<file path="src/rtl/ifc_pkg.sv">
package ifc_pkg;
  typedef enum logic [1:0] {
    REG_HW   = 2'd0,
    REG_CMP  = 2'd1,
    REG_STAT = 2'd2,
    REG_DATA = 2'd3
  } reg_addr_e;
endpackage

</file>
<file path="src/rtl/ifc_hw_flags.sv">
module ifc_hw_flags #(
  parameter int N    = 6,
  parameter int ID_W = 3
) (
  input  logic            clk,
  input  logic            rst_n,
  input  logic [N-1:0]    evt,
  input  logic [N-1:0]    en,
  input  logic            gie,
  input  logic            ack_vld,
  input  logic [ID_W-1:0] ack_id,
  input  logic            wr_stb,
  input  logic [N-1:0]    wdata,
  output logic [N-1:0]    flag
);
  logic [N-1:0] flag_nxt;

  for (genvar i = 0; i < N; i++) begin : g_bit
    logic ack_hit;
    logic clr;
    assign ack_hit = ack_vld && (ack_id == ID_W'(i)) && gie && en[i];
    assign clr     = ack_hit || (wr_stb && !wdata[i]);

    always_comb begin
      flag_nxt[i] = flag[i];
      if (clr)    flag_nxt[i] = 1'b0;
      if (evt[i]) flag_nxt[i] = 1'b1;
    end

    always_ff @(posedge clk or negedge rst_n) begin
      if (!rst_n) flag[i] <= 1'b0;
      else        flag[i] <= flag_nxt[i];
    end

    AST_HW_ACK_CLEAR: assert property (@(posedge clk) disable iff (!rst_n)
      (ack_vld && ack_id == ID_W'(i) && gie && en[i] && !evt[i]) |=> !flag[i]);
    AST_HW_SET_WINS: assert property (@(posedge clk) disable iff (!rst_n)
      evt[i] |=> flag[i]);
  end
endmodule

</file>
<file path="src/rtl/ifc_cmp_flags.sv">
module ifc_cmp_flags #(
  parameter int N = 6
) (
  input  logic         clk,
  input  logic         rst_n,
  input  logic [N-1:0] evt,
  input  logic         wr_stb,
  input  logic [N-1:0] wdata,
  output logic [N-1:0] flag
);
  logic [N-1:0] clr_mask;
  logic [N-1:0] flag_nxt;

  always_comb begin
    clr_mask = wr_stb ? ~wdata : '0;
    flag_nxt = (flag & ~clr_mask) | evt;
  end

  always_ff @(posedge clk or negedge rst_n) begin
    if (!rst_n) flag <= '0;
    else        flag <= flag_nxt;
  end

  for (genvar i = 0; i < N; i++) begin : g_chk
    AST_CMP_FALL_NEEDS_WRITE: assert property (@(posedge clk) disable iff (!rst_n)
      $fell(flag[i]) |-> $past(wr_stb && !wdata[i]));
    AST_CMP_SET_WINS: assert property (@(posedge clk) disable iff (!rst_n)
      evt[i] |=> flag[i]);
  end
endmodule

</file>
<file path="src/rtl/ifc_seq_flag.sv">
module ifc_seq_flag #(
  parameter int DW = 8
) (
  input  logic          clk,
  input  logic          rst_n,
  input  logic          done_evt,
  input  logic          stat_rd,
  input  logic          data_rd,
  input  logic          data_wr,
  input  logic [DW-1:0] wdata,
  output logic          flag,
  output logic [DW-1:0] data_q
);
  logic armed;
  logic armed_nxt;
  logic flag_nxt;
  logic clr;

  assign clr = armed && (data_rd || data_wr);

  always_comb begin
    flag_nxt  = done_evt || (flag && !clr);
    armed_nxt = armed;
    if (stat_rd && flag) armed_nxt = 1'b1;
    if (clr)             armed_nxt = 1'b0;
  end

  always_ff @(posedge clk or negedge rst_n) begin
    if (!rst_n) begin
      flag  <= 1'b0;
      armed <= 1'b0;
    end else begin
      flag  <= flag_nxt;
      armed <= armed_nxt;
    end
  end

  always_ff @(posedge clk or negedge rst_n) begin
    if (!rst_n)       data_q <= '0;
    else if (data_wr) data_q <= wdata;
  end

  AST_TC_FALL_NEEDS_ARM: assert property (@(posedge clk) disable iff (!rst_n)
    $fell(flag) |-> $past(armed && (data_rd || data_wr)));
  AST_TC_SET_WINS: assert property (@(posedge clk) disable iff (!rst_n)
    done_evt |=> flag);
endmodule

</file>
<file path="src/rtl/ifc_irq_gen.sv">
module ifc_irq_gen #(
  parameter int N_HW = 6
) (
  input  logic            clk,
  input  logic            rst_n,
  input  logic            gie,
  input  logic [N_HW+1:0] src_en,
  input  logic [N_HW-1:0] hw_flag,
  input  logic            cmp_any,
  input  logic            tc_flag,
  output logic            irq
);
  logic irq_nxt;

  always_comb begin
    irq_nxt = gie && ((|(hw_flag & src_en[N_HW-1:0]))
                      || (cmp_any && src_en[N_HW])
                      || (tc_flag && src_en[N_HW+1]));
  end

  always_ff @(posedge clk or negedge rst_n) begin
    if (!rst_n) irq <= 1'b0;
    else        irq <= irq_nxt;
  end

  AST_IRQ_GIE_OFF: assert property (@(posedge clk) disable iff (!rst_n)
    !gie |=> !irq);
  AST_IRQ_NO_SOURCE: assert property (@(posedge clk) disable iff (!rst_n)
    (hw_flag == '0 && !cmp_any && !tc_flag) |=> !irq);
endmodule

</file>
<file path="src/rtl/irq_flag_ctrl.sv">
module irq_flag_ctrl
  import ifc_pkg::*;
#(
  parameter int  N_HW  = 6,
  parameter int  N_CMP = 6,
  parameter int  DW    = 8,
  localparam int N_SRC = N_HW + 2,
  localparam int ID_W  = $clog2(N_SRC)
) (
  input  logic             clk,
  input  logic             rst_n,
  input  logic [N_HW-1:0]  hw_evt,
  input  logic [N_CMP-1:0] cmp_evt,
  input  logic             xfer_done,
  input  logic             gie,
  input  logic [N_SRC-1:0] src_en,
  input  logic             ack_vld,
  input  logic [ID_W-1:0]  ack_id,
  input  logic             bus_sel,
  input  logic             bus_we,
  input  logic [1:0]       bus_addr,
  input  logic [DW-1:0]    bus_wdata,
  output logic [DW-1:0]    bus_rdata,
  output logic             irq
);
  logic [1:0]       rst_pipe;
  logic             rst_int_n;
  logic [N_HW-1:0]  hw_flag;
  logic [N_CMP-1:0] cmp_flag;
  logic             tc_flag;
  logic [DW-1:0]    data_q;
  logic             wr_hw, wr_cmp, rd_stat, rd_data, wr_data;
  logic [DW-1:0]    hw_ext, cmp_ext;

  always_ff @(posedge clk or negedge rst_n) begin
    if (!rst_n) rst_pipe <= 2'b00;
    else        rst_pipe <= {rst_pipe[0], 1'b1};
  end
  assign rst_int_n = rst_pipe[1];

  always_comb begin
    wr_hw   = bus_sel &&  bus_we && (bus_addr == REG_HW);
    wr_cmp  = bus_sel &&  bus_we && (bus_addr == REG_CMP);
    rd_stat = bus_sel && !bus_we && (bus_addr == REG_STAT);
    rd_data = bus_sel && !bus_we && (bus_addr == REG_DATA);
    wr_data = bus_sel &&  bus_we && (bus_addr == REG_DATA);
  end

  ifc_hw_flags #(.N(N_HW), .ID_W(ID_W)) u_hw (
    .clk(clk), .rst_n(rst_int_n), .evt(hw_evt), .en(src_en[N_HW-1:0]),
    .gie(gie), .ack_vld(ack_vld), .ack_id(ack_id), .wr_stb(wr_hw),
    .wdata(bus_wdata[N_HW-1:0]), .flag(hw_flag)
  );

  ifc_cmp_flags #(.N(N_CMP)) u_cmp (
    .clk(clk), .rst_n(rst_int_n), .evt(cmp_evt), .wr_stb(wr_cmp),
    .wdata(bus_wdata[N_CMP-1:0]), .flag(cmp_flag)
  );

  ifc_seq_flag #(.DW(DW)) u_seq (
    .clk(clk), .rst_n(rst_int_n), .done_evt(xfer_done), .stat_rd(rd_stat),
    .data_rd(rd_data), .data_wr(wr_data), .wdata(bus_wdata),
    .flag(tc_flag), .data_q(data_q)
  );

  ifc_irq_gen #(.N_HW(N_HW)) u_irq (
    .clk(clk), .rst_n(rst_int_n), .gie(gie), .src_en(src_en),
    .hw_flag(hw_flag), .cmp_any(|cmp_flag), .tc_flag(tc_flag), .irq(irq)
  );

  always_comb begin
    hw_ext              = '0;
    hw_ext[N_HW-1:0]    = hw_flag;
    cmp_ext             = '0;
    cmp_ext[N_CMP-1:0]  = cmp_flag;
    case (bus_addr)
      REG_HW:   bus_rdata = hw_ext;
      REG_CMP:  bus_rdata = cmp_ext;
      REG_STAT: bus_rdata = {{(DW-1){1'b0}}, tc_flag};
      default:  bus_rdata = data_q;
    endcase
  end

  AST_CMP_HIGH_ZERO: assert property (@(posedge clk) disable iff (!rst_int_n)
    (bus_addr == REG_CMP) |-> (bus_rdata[DW-1:N_CMP] == '0));
endmodule

</file>
<file path="config.mk">
export PLATFORM = sky130hd
export DESIGN_NAME = irq_flag_ctrl
export DESIGN_NICKNAME = d
export VERILOG_FILES = /design/src/rtl/ifc_pkg.sv /design/src/rtl/ifc_hw_flags.sv /design/src/rtl/ifc_cmp_flags.sv /design/src/rtl/ifc_seq_flag.sv /design/src/rtl/ifc_irq_gen.sv /design/src/rtl/irq_flag_ctrl.sv
export SDC_FILE = /design/constraint.sdc
export NUM_CORES = 1
export LEC_CHECK = 0
export BUFFER_PORTS_ARGS = -buffer_cell sky130_fd_sc_hd__buf_2
export CORE_UTILIZATION = 48
export CTS_BUF_LIST = sky130_fd_sc_hd__clkbuf_4 sky130_fd_sc_hd__clkbuf_8 sky130_fd_sc_hd__clkbuf_16
export DETAILED_ROUTE_END_ITERATION = 8
export GPL_TIMING_DRIVEN = 0
export PLACE_DENSITY = 0.79
export SYNTH_ARGS = -nofsm -noshare
export SYNTH_HDL_FRONTEND = slang
export SYNTH_HIERARCHICAL = 1
export SYNTH_SLANG_ARGS = --single-unit
</file>
<file path="constraint.sdc">
create_clock -name clk -period 1.17 [get_ports clk]
set_input_delay 0.1755 -clock clk [delete_from_list [all_inputs] [get_ports clk]]
set_output_delay 0.1755 -clock clk [all_outputs]
set_load 0.05 [all_outputs]
</file>
==> summary.md <==
| Metric | Value |
|---|---|
| Rel. slew slack | 0.666 |
| Hold Crit Start | cmp_evt[3] |
| Antenna viol nets, final | 0 |
| Core area | 2480 µm² |
| Vias in the first global route | 1077 |
| First-pass GRT wire length | 4.71 mm |
| Most common cell after layout, fill and taps aside | buf_2 |
| Initial antenna violation count | 0 |
| I/O Buffers | 47 |
| DP Cell Count | 189 |
| Placer congestion estimate | 0.806 |
| Data required, critical path | 0.99 ns |
| Setup Crit Path Kind | flop to output port |
| Fmax | 642 MHz |
| Num CTS Buffers | 3 |
| Drt wl/cell | 14.5 µm |
| Drt drc | 0 |
| PnR worst setup slack | -0.387 ns |
| CTS tree | built |
| Synth Register Bits | 25 |
| Maximum VDD drop | 0.884 mV |
| Die area | 2840 µm² |
| Net Count, Synth | 152 |
| Row cnt | 18 |
| Crit-path max FO | 3 |
| Die X | 53.3 µm |
| RSZ-0062 raised after global routing | yes |
| Finished Layout Cells | 206 |
| Critical Path Sink | bus_rdata[0] |
| Max-slew violations | 0 |
| Avg Inst Size Synth | 11.3 µm² |
| TritonCTS Sinks | 25 |
| Critical Path AT | 1.38 ns |
| Syn Std Cell Area | 1260 µm² |
| Area growth syn-to-layout | 38.9% |
| Via/cell ratio | 5.50 |
| Multi-input logic area | 631 µm² |
| Launch point of the worst reg-to-reg path | u_cmp/flag[1]$_DFF_PN0_ |
| Sequential area share after synthesis | 0.495 |
| Setup violators final | 9 |
| Final Critical Period | 1.56 ns |
| Vias post-DR | 1134 |
| Clk slew on worst S/H paths | 0.13 ns |
| Ys Warns | 6 |
| Post-Route WL | 2.99 mm |
| Worst-Margin Slew | 0.502 ns |
| Fill cells | 188 |
| R2R Setup Slk | -0.18 ns |
| Hold Vio Cnt, Final | 0 |
| Status | finished with violations |
| Grt ovf | 0 |
| Commonest cells after routing, fill and taps aside | 40 x buf_2, 24 x dfrtp_1, 12 x buf_4, 11 x buf_6, 8 x mux2_2 |
| Worst-skew pair later-pin latency | 0.32 ns |
| Flip-flop and latch area | 627 µm² |
| IO Count | 49 |
| Max cap viols | 0 |
| Initial DRC Count | 26 |
| Violated checks | negative setup slack |
| Setup Skew | 0.00540 ns |
| Library cells used by synthesis | 31 |
| Largest net degree at the start of global routing | 24 |
| Die Y | 53.3 µm |
| Hold WS | 0.0260 ns |
| Nets@finish | 217 |
| Layout cell share with drive strength beyond 1 | 0.500 |
| Hold WC Path Type | input port to flop |
| Pwr Density | 1070 nW/µm² |
| Crit share post-route | 1.33 |
| CP endpoint kind | output port |
| Initial Util | 0.511 |
| Worst reg2reg endpoint | u_irq/irq$_DFF_PN0_ |
| DRT Pass-1 Iters | 4 |
| R2R cell count | 5 |
| Synth Flop Type | dfrtp_1 |
| CP startpoint kind | flop |
| Root Driver | clkbuf_4 |
| All-Layer GR Usage | 0.233 |
| Ys async rst share | 1.00 |
| DP HPWL | 2.29 mm |
| Antenna cells | 0 |
| Clk buf depth | 2 |
| Dpl ws | -0.208 ns |
| Lkg Pwr | 0.784 nW |
| Htree depth | 1 |
| Post-Synthesis Cells | 112 |
| Post-synth EDFFs | 0 |
| Crit path from | u_cmp/flag[0]$_DFF_PN0_ |
[cell usage after synthesis, drive strengths merged, types with 4 or more instances]
| cell | number | share of area |
|---|---|---|
| dfrtp | 25 | 0.49 |
| o21ai | 12 | 0.050 |
| mux2 | 8 | 0.071 |
| a21o | 7 | 0.042 |
| nand2b | 7 | 0.035 |
| mux2i | 5 | 0.040 |
| nand2 | 5 | 0.015 |
| nand3 | 5 | 0.020 |
| o21bai | 5 | 0.036 |
| a22oi | 4 | 0.024 |
| and3 | 4 | 0.020 |
| buf | 4 | 0.028 |
| nor3b | 4 | 0.024 |
[power by group]
| group | leakage, nW | total, mW | internal (mW) | switching [mW] |
|---|---|---|---|---|
| Sequential | 0.260 | 1.01 | 0.949 | 0.0597 |
| Clock | 0.0184 | 0.404 | 0.156 | 0.247 |
| Combinational | 0.507 | 0.468 | 0.236 | 0.233 |
| Total | 0.784 | 1.88 | 1.34 | 0.540 |
[cell families after synthesis]
group	count (synthesis)	share of synthesized area
AOI/OAI and AO/OA	30	0.165
buffers and inverters	6	0.0336
DFF	25	0.495
muxes	14	0.129
other	1	0.00296
and+or+nand+nor	36	0.175
[per-stage QoR]
step,power [mW],setup TNS [ns],util,area [µm²]
floorplan,1.29,-0.00280,-,1290
global placement,1.42,-2.83,0.632,1570
detailed placement,1.44,-3.20,0.632,1570
CTS,1.89,-1.36,0.702,1740
global route,1.97,-1.88,0.709,1760
finish,1.88,-1.32,0.709,1760
[worst min path at each step]
stage / end / cells past startpoint
after floorplan: rst_pipe[0]$_DFF_PN0_ / 0
after global routing: u_cmp/flag[1]$_DFF_PN0_ / 2
final: u_cmp/flag[3]$_DFF_PN0_ / 2
after global placement: rst_pipe[1]$_DFF_PN0_ / 1
after CTS: u_cmp/flag[4]$_DFF_PN0_ / 2
after detailed placement: rst_pipe[0]$_DFF_PN0_ / 1
[critical path: stages (launching register included)]
cell,delay (ns)
dfrtp_1,0.43
mux4_2,0.47
buf_6,0.17
[layout make-up]
type	instances	area share
clock buffers	4	0.0171
repair buffers	60	0.219
well taps	30	0.0214
multi-input cells	81	0.359
inverters	2	0.00427
flip-flops and latches	25	0.357
plain buffers	4	0.0221
[timing repair]
action	in CTS	in global routing
endpoints found under the setup margin	9	21
pin swaps	2	1
buffers inserted	11	1
gates resized for setup	16	3
endpoints found under the hold margin	2	0
hold buffers	1	0
[state kept, by name, summed over array words and instances, names as in the netlist]
register and flops:
u_irq/irq 1, u_seq/flag 1, u_cmp/flag 6, u_seq/armed 1, u_seq/data_q 8, u_hw/flag 6, rst_pipe 2
[routing by layer]
metal	share of wire	GRT usage
met2	0.47	0.381
met4	0.0087	0.0658
met3	0.057	0.0402
met5	0	0
met1	0.46	0.313
Power figures use the tool's default switching activity.
